[src/rtl/dbpwm_pkg.sv]
package dbpwm_pkg;
  // strobes from compare control to the counter datapath
  typedef struct packed {
    logic loadShadow;  // active compare <- shadow register
    logic loadBuffer;  // active compare <- buffer register
    logic clearCount;  // restart the cycle at count 0
  } cmpStrobe_t;
endpackage

[src/rtl/dbpwm_ctrl.sv]
module dbpwm_ctrl
  import dbpwm_pkg::*;
#(
  parameter int CNT_W = 16
) (
  input  logic             clk,
  input  logic             rstN,
  input  logic             cmpWrValid,
  input  logic [CNT_W-1:0] cmpWrData,
  input  logic             bufWrValid,
  input  logic [CNT_W-1:0] bufWrData,
  input  logic             trigPulse,
  input  logic             restart,
  input  logic             atWrap,
  output cmpStrobe_t       strobe,
  output logic [CNT_W-1:0] shadowQ,
  output logic [CNT_W-1:0] bufferQ
);
  logic shadowPend;
  logic trigPend;
  logic commit;

  // a cycle boundary is the only safe point to change the compare
  assign commit = atWrap | restart;

  always_comb begin
    strobe.clearCount = restart;
    strobe.loadBuffer = commit & trigPend;
    strobe.loadShadow = commit & shadowPend & ~trigPend;
  end

  always_ff @(posedge clk or negedge rstN) begin
    if (!rstN) begin
      shadowQ    <= '0;
      bufferQ    <= '0;
      shadowPend <= 1'b0;
      trigPend   <= 1'b0;
    end else begin
      if (cmpWrValid) shadowQ <= cmpWrData;
      if (bufWrValid) bufferQ <= bufWrData;
      // a new request arriving on the commit edge waits for the next boundary
      if (cmpWrValid)  shadowPend <= 1'b1;
      else if (commit) shadowPend <= 1'b0;
      if (trigPulse)   trigPend <= 1'b1;
      else if (commit) trigPend <= 1'b0;
    end
  end
endmodule

[src/rtl/dbpwm_datapath.sv]
module dbpwm_datapath
  import dbpwm_pkg::*;
#(
  parameter int CNT_W = 16
) (
  input  logic             clk,
  input  logic             rstN,
  input  logic [CNT_W-1:0] period,
  input  cmpStrobe_t       strobe,
  input  logic [CNT_W-1:0] shadowQ,
  input  logic [CNT_W-1:0] bufferQ,
  output logic [CNT_W-1:0] cmpAct,
  output logic             atWrap,
  output logic             rawPwm
);
  logic [CNT_W-1:0] count;

  // >= also recovers if the period is lowered below the running count
  assign atWrap = (count >= period);
  assign rawPwm = (count < cmpAct);

  always_ff @(posedge clk or negedge rstN) begin
    if (!rstN) begin
      count  <= '0;
      cmpAct <= '0;
    end else begin
      if (strobe.clearCount || atWrap) count <= '0;
      else                             count <= count + CNT_W'(1);
      if (strobe.loadBuffer)      cmpAct <= bufferQ;
      else if (strobe.loadShadow) cmpAct <= shadowQ;
    end
  end
endmodule

[src/rtl/dbpwm_deadband.sv]
module dbpwm_deadband #(
  parameter int DB_W = 8
) (
  input  logic            clk,
  input  logic            rstN,
  input  logic [DB_W-1:0] deadBand,
  input  logic            rawPwm,
  input  logic            restart,
  output logic            phaseHi,
  output logic            phaseLo
);
  localparam logic [DB_W-1:0] AGE_MAX = '1;

  logic            rawQ;
  logic [DB_W-1:0] age;      // clocks since the last raw edge, saturating
  logic            rawEdge;
  logic [DB_W-1:0] effAge;
  logic            onOk;

  assign rawEdge = rawPwm ^ rawQ;
  assign effAge  = rawEdge ? '0 : age;
  assign onOk    = (effAge >= deadBand);
  assign phaseHi = rawPwm & onOk & ~restart;
  assign phaseLo = ~rawPwm & onOk & ~restart;

  always_ff @(posedge clk or negedge rstN) begin
    if (!rstN) begin
      rawQ <= 1'b0;
      age  <= '0;
    end else begin
      rawQ <= rawPwm;
      if (restart)              age <= '0;
      else if (rawEdge)         age <= DB_W'(1);
      else if (age != AGE_MAX)  age <= age + DB_W'(1);
    end
  end
endmodule

[src/rtl/dbpwm_leg.sv]
module dbpwm_leg
  import dbpwm_pkg::*;
#(
  parameter int CNT_W = 16,
  parameter int DB_W  = 8
) (
  input  logic             clk,
  input  logic             rstN,
  input  logic [CNT_W-1:0] period,
  input  logic [DB_W-1:0]  deadBand,
  input  logic             cmpWrValid,
  input  logic [CNT_W-1:0] cmpWrData,
  input  logic             bufWrValid,
  input  logic [CNT_W-1:0] bufWrData,
  input  logic             trigPulse,
  input  logic             restart,
  output logic             phaseHi,
  output logic             phaseLo,
  output logic             tcPulse
);
  cmpStrobe_t       strobe;
  logic [CNT_W-1:0] shadowQ;
  logic [CNT_W-1:0] bufferQ;
  logic [CNT_W-1:0] cmpAct;
  logic             atWrap;
  logic             rawPwm;

  assign tcPulse = atWrap;

  dbpwm_ctrl #(.CNT_W(CNT_W)) u_ctrl (
    .clk(clk), .rstN(rstN),
    .cmpWrValid(cmpWrValid), .cmpWrData(cmpWrData),
    .bufWrValid(bufWrValid), .bufWrData(bufWrData),
    .trigPulse(trigPulse), .restart(restart), .atWrap(atWrap),
    .strobe(strobe), .shadowQ(shadowQ), .bufferQ(bufferQ)
  );

  dbpwm_datapath #(.CNT_W(CNT_W)) u_dp (
    .clk(clk), .rstN(rstN), .period(period), .strobe(strobe),
    .shadowQ(shadowQ), .bufferQ(bufferQ),
    .cmpAct(cmpAct), .atWrap(atWrap), .rawPwm(rawPwm)
  );

  dbpwm_deadband #(.DB_W(DB_W)) u_db (
    .clk(clk), .rstN(rstN), .deadBand(deadBand), .rawPwm(rawPwm),
    .restart(restart), .phaseHi(phaseHi), .phaseLo(phaseLo)
  );
endmodule

[config.mk]
export PLATFORM = sky130hd
export DESIGN_NAME = dbpwm_leg
export DESIGN_NICKNAME = d
export VERILOG_FILES = /design/src/rtl/dbpwm_pkg.sv /design/src/rtl/dbpwm_ctrl.sv /design/src/rtl/dbpwm_datapath.sv /design/src/rtl/dbpwm_deadband.sv /design/src/rtl/dbpwm_leg.sv
export SDC_FILE = /design/constraint.sdc
export NUM_CORES = 1
export LEC_CHECK = 0
export ABC_AREA = 1
export BUFFER_PORTS_ARGS = -buffer_cell sky130_fd_sc_hd__buf_4
export CAP_MARGIN = 20
export CORE_UTILIZATION = 45
export DETAILED_ROUTE_END_ITERATION = 10
export HOLD_SLACK_MARGIN = 0.06
export PLACE_DENSITY = 0.75
export SYNTH_ARGS = -nofsm -noshare
export SYNTH_HDL_FRONTEND = slang
export SYNTH_SLANG_ARGS = --single-unit
export TNS_END_PERCENT = 50
[constraint.sdc]
create_clock -name clk -period 3.3 [get_ports clk]
set_input_delay 0.165 -clock clk [delete_from_list [all_inputs] [get_ports clk]]
set_output_delay 0.165 -clock clk [all_outputs]
set_load 0.005 [all_outputs]
==> results.json <==
{
  "status": "finished clean",
  "synth_top_area_share": 0.427,
  "critPathMaxFanout": 7,
  "nNetsFinal": 768,
  "worstMarginPinSlew_ps": 909,
  "ys_seq_elements": 75,
  "synth_edf_count": 0,
  "syn-cell-area_um2": 4400,
  "die-width_um": 101,
  "crit_slowest_cell": "dfrtp_1",
  "avgRoutedWirePerCell_um": 11.8,
  "netlist_instances": 554,
  "slew_headroom": 0.394,
  "wl_um": 9470,
  "gp_congestion": 0.811,
  "ant_nets": 0,
  "grtUsageMet2": 0.338,
  "rsz0062_at_grt": "true",
  "pin_count": 65,
  "fp-row-count": 35,
  "crit_family": "simple AND/OR/NAND/NOR gates",
  "ys_seq_area_frac": 0.427,
  "setup_viol": 0,
  "finalCritPeriodShare": 0.961,
  "busiest_layer": "met2",
  "clkSlewWorstSetupHoldPaths_ps": 90,
  "endpoint_kind": "output pin",
  "ctsHtreeMaxLevel": 3,
  "fin_ws_ps": 130,
  "area_growth_pct": 30.2,
  "crit_required_ps": 3130,
  "max-cap-violations": 0,
  "cts_tree": "built",
  "use_met3": 0.0291,
  "final-max-slew-violation-count": 0,
  "coreArea_um2": 9370,
  "clk_latency_ps": 350,
  "ys_types": 29,
  "synth_area_per_cell_um2": 7.94,
  "min_path_type": "in2reg",
  "use_met1": 0.263,
  "worst_setup_path_start_kind": "flip-flop",
  "root_buffer": "clkbuf_8",
  "dp_hpwl_um": 6530,
  "drtIter0Drc": 116,
  "clock_skew_ps": 16.0,
  "max_freq_ghz": 0.315,
  "routed_via_density": 4.70,
  "start_util": 0.469,
  "grt_pass1_wl_um": 16200,
  "grt_pass1_vias": 3713,
  "power_density_nw_per_um2": 375,
  "path_buf_inv": 4,
  "dieHeight_um": 101,
  "hold_viol": 0,
  "fin_crit_ps": 3170,
  "vdd_drop_max_uv": 292,
  "grt_overflow_total": 0,
  "synth_top_area_cell": "dfrtp_1",
  "synthArstFlopShare": 1.00,
  "num_vias": 3756,
  "clock_path_buffers": 2,
  "antennaDiodeCount": 0,
  "p_leak_uw": 0.00302,
  "yosysWarnings": 0,
  "io_buffers": 64,
  "place_ws_ps": 356,
  "first_pass_iters": 4,
  "dieArea_um2": 10200,
  "synth.area.top_cells": "dfrtp_1 (43%), nand2_1 (12%), ha_1 (12%)",
  "drc": 0,
  "crit_type": "reg2out",
  "path_cells": "ha_1 -> nand2_2 -> inv_1 -> nand3_1 -> inv_1 -> a21oi_2 -> nand3b_1 -> nand2_4 -> nor2_1 -> ha_1 -> buf_4 -> a21oi_4 -> o2111ai_2 -> nand2_1 -> nor2_1 -> buf_4",
  "drive_above_1_share": 0.218,
  "clkSinkCount": 75,
  "tns_ps": 0,
  "arrival_ps": 3000,
  "synth_nets": 657,
  "grt_util_all_layers": 0.201,
  "ys.flop_type": "dfrtp_1",
  "cpPeakStageDelay_ps": 450,
  "grt_max_degree": 76,
  "antenna_found_initial": 0,
  "cts-buffers-inserted": 9
}
cells by family (layout without fill, tap and decap cells):
logic type / Yosys count / after routing / share of synthesized area
xor gates and xnor gates: 7 / 7 / 0.0139
adders and majority gates: 41 / 41 / 0.117
muxes: 16 / 16 / 0.0410
and+or+nand+nor: 258 / 258 / 0.247
DFF: 75 / 75 / 0.427
buffers and inverters: 103 / 219 / 0.0896
AOI/OAI and AO/OA: 54 / 54 / 0.0657
cells in the mapped netlist (all sizes together), types with 2 or more instances:
master and number:
nor2 80, nor3 9, nand3 15, buf 5
o21bai 4, ha 41, nand4 4, o21ai 24
nand3b 2, a21oi 23, xor2 4, o21a 2
dfrtp 75, clkbuf 6, nand2 146, inv 91
xnor2 3, mux2 16
placed cells by master, fill, tap and decap left out, drive strengths merged:
master       instances
buf                 77
nand3b               2
nor2                80
dlygate4sd3         34
o21bai               4
o21a                 2
nor4                 1
nor3                 9
clkinvlp             2
mux2                16
bufinv               1
ha                  41
o2111ai              1
xor2                 4
nand2              146
xnor2                3
nand4                4
dfrtp               75
clkinv               4
nand3               15
a21oi               23
inv                 92
nor3b                1
clkbuf               9
o21ai               24
flip-flops by register name, summed over array words and instances, names as in the netlist:
| name | cells |
|---|---|
| u_db.age | 8 |
| u_ctrl.shadowQ | 16 |
| u_ctrl.bufferQ | 16 |
| u_ctrl.shadowPend | 1 |
| u_dp.cmpAct | 16 |
| u_ctrl.trigPend | 1 |
| u_dp.count | 16 |
| u_db.rawQ | 1 |
final timing paths:
check / from / end / slack (ps) / cells after the start
max: u_dp.count[14] / phaseHi / 130 / 16
min: restart / u_db.age[0] / 130 / 4
max reg2reg: u_dp.count[7] / u_dp.cmpAct[14] / 830 / 13
min reg2reg: u_dp.cmpAct[11] / u_dp.cmpAct[11] / 480 / 2
max in group asynchronous: rstN / u_dp.count[6] / 2190 / 2
min in group asynchronous: rstN / u_dp.count[14] / 500 / 2
area by class of cell:
cell class / count / area (um^2)
fill: 830 / 3640
timing repair buffer: 111 / 918
clock buffer: 9 / 124
clock inverter: 7 / 76.3
sequential: 75 / 1880
tap: 129 / 161
inverter: 92 / 345
multi-input combinational: 376 / 2220
where the power goes:
| group | switching (uW) | leakage (uW) | internal (uW) |
|---|---|---|---|
| sequential | 43.3 | 0.000938 | 997 |
| combinational | 204 | 0.00198 | 190 |
| clock | 361 | 0.0000958 | 353 |
through the flow:
step | total power (uW) | hold WS (ps) | util | area (um^2) | instances
final | 2150 | 131 | 0.611 | 5730 | 799
after detailed placement | 1400 | 358 | 0.534 | 5010 | 738
after floorplan | 1270 | -131 | - | 4400 | 554
after global placement | 1380 | 352 | 0.534 | 5010 | 738
after global routing | 2280 | 149 | 0.611 | 5730 | 799
after CTS | 2150 | 113 | 0.592 | 5550 | 788
worst min-delay path: cells and delay by family:
kind,cells,cell delay [ps]
buffers and inverters,3,190
and+or+nand+nor,1,80
routing by layer:
| layer | wire length [um] | vias to the layer above |
|---|---|---|
| met4 | 131 | 0 |
| met2 | 4370 | 85 |
| li1 | - | 1953 |
| met1 | 4630 | 1705 |
| met5 | 0 | - |
| met3 | 335 | 13 |
what timing repair did:
action,in CTS,in global routing
pin swaps,0,19
gates resized for setup,1,24
setup buffers,0,11
hold buffers,34,0
hold endpoints to repair,108,0
endpoints found under the setup margin,2,2
Power figures use the tool's default switching activity.
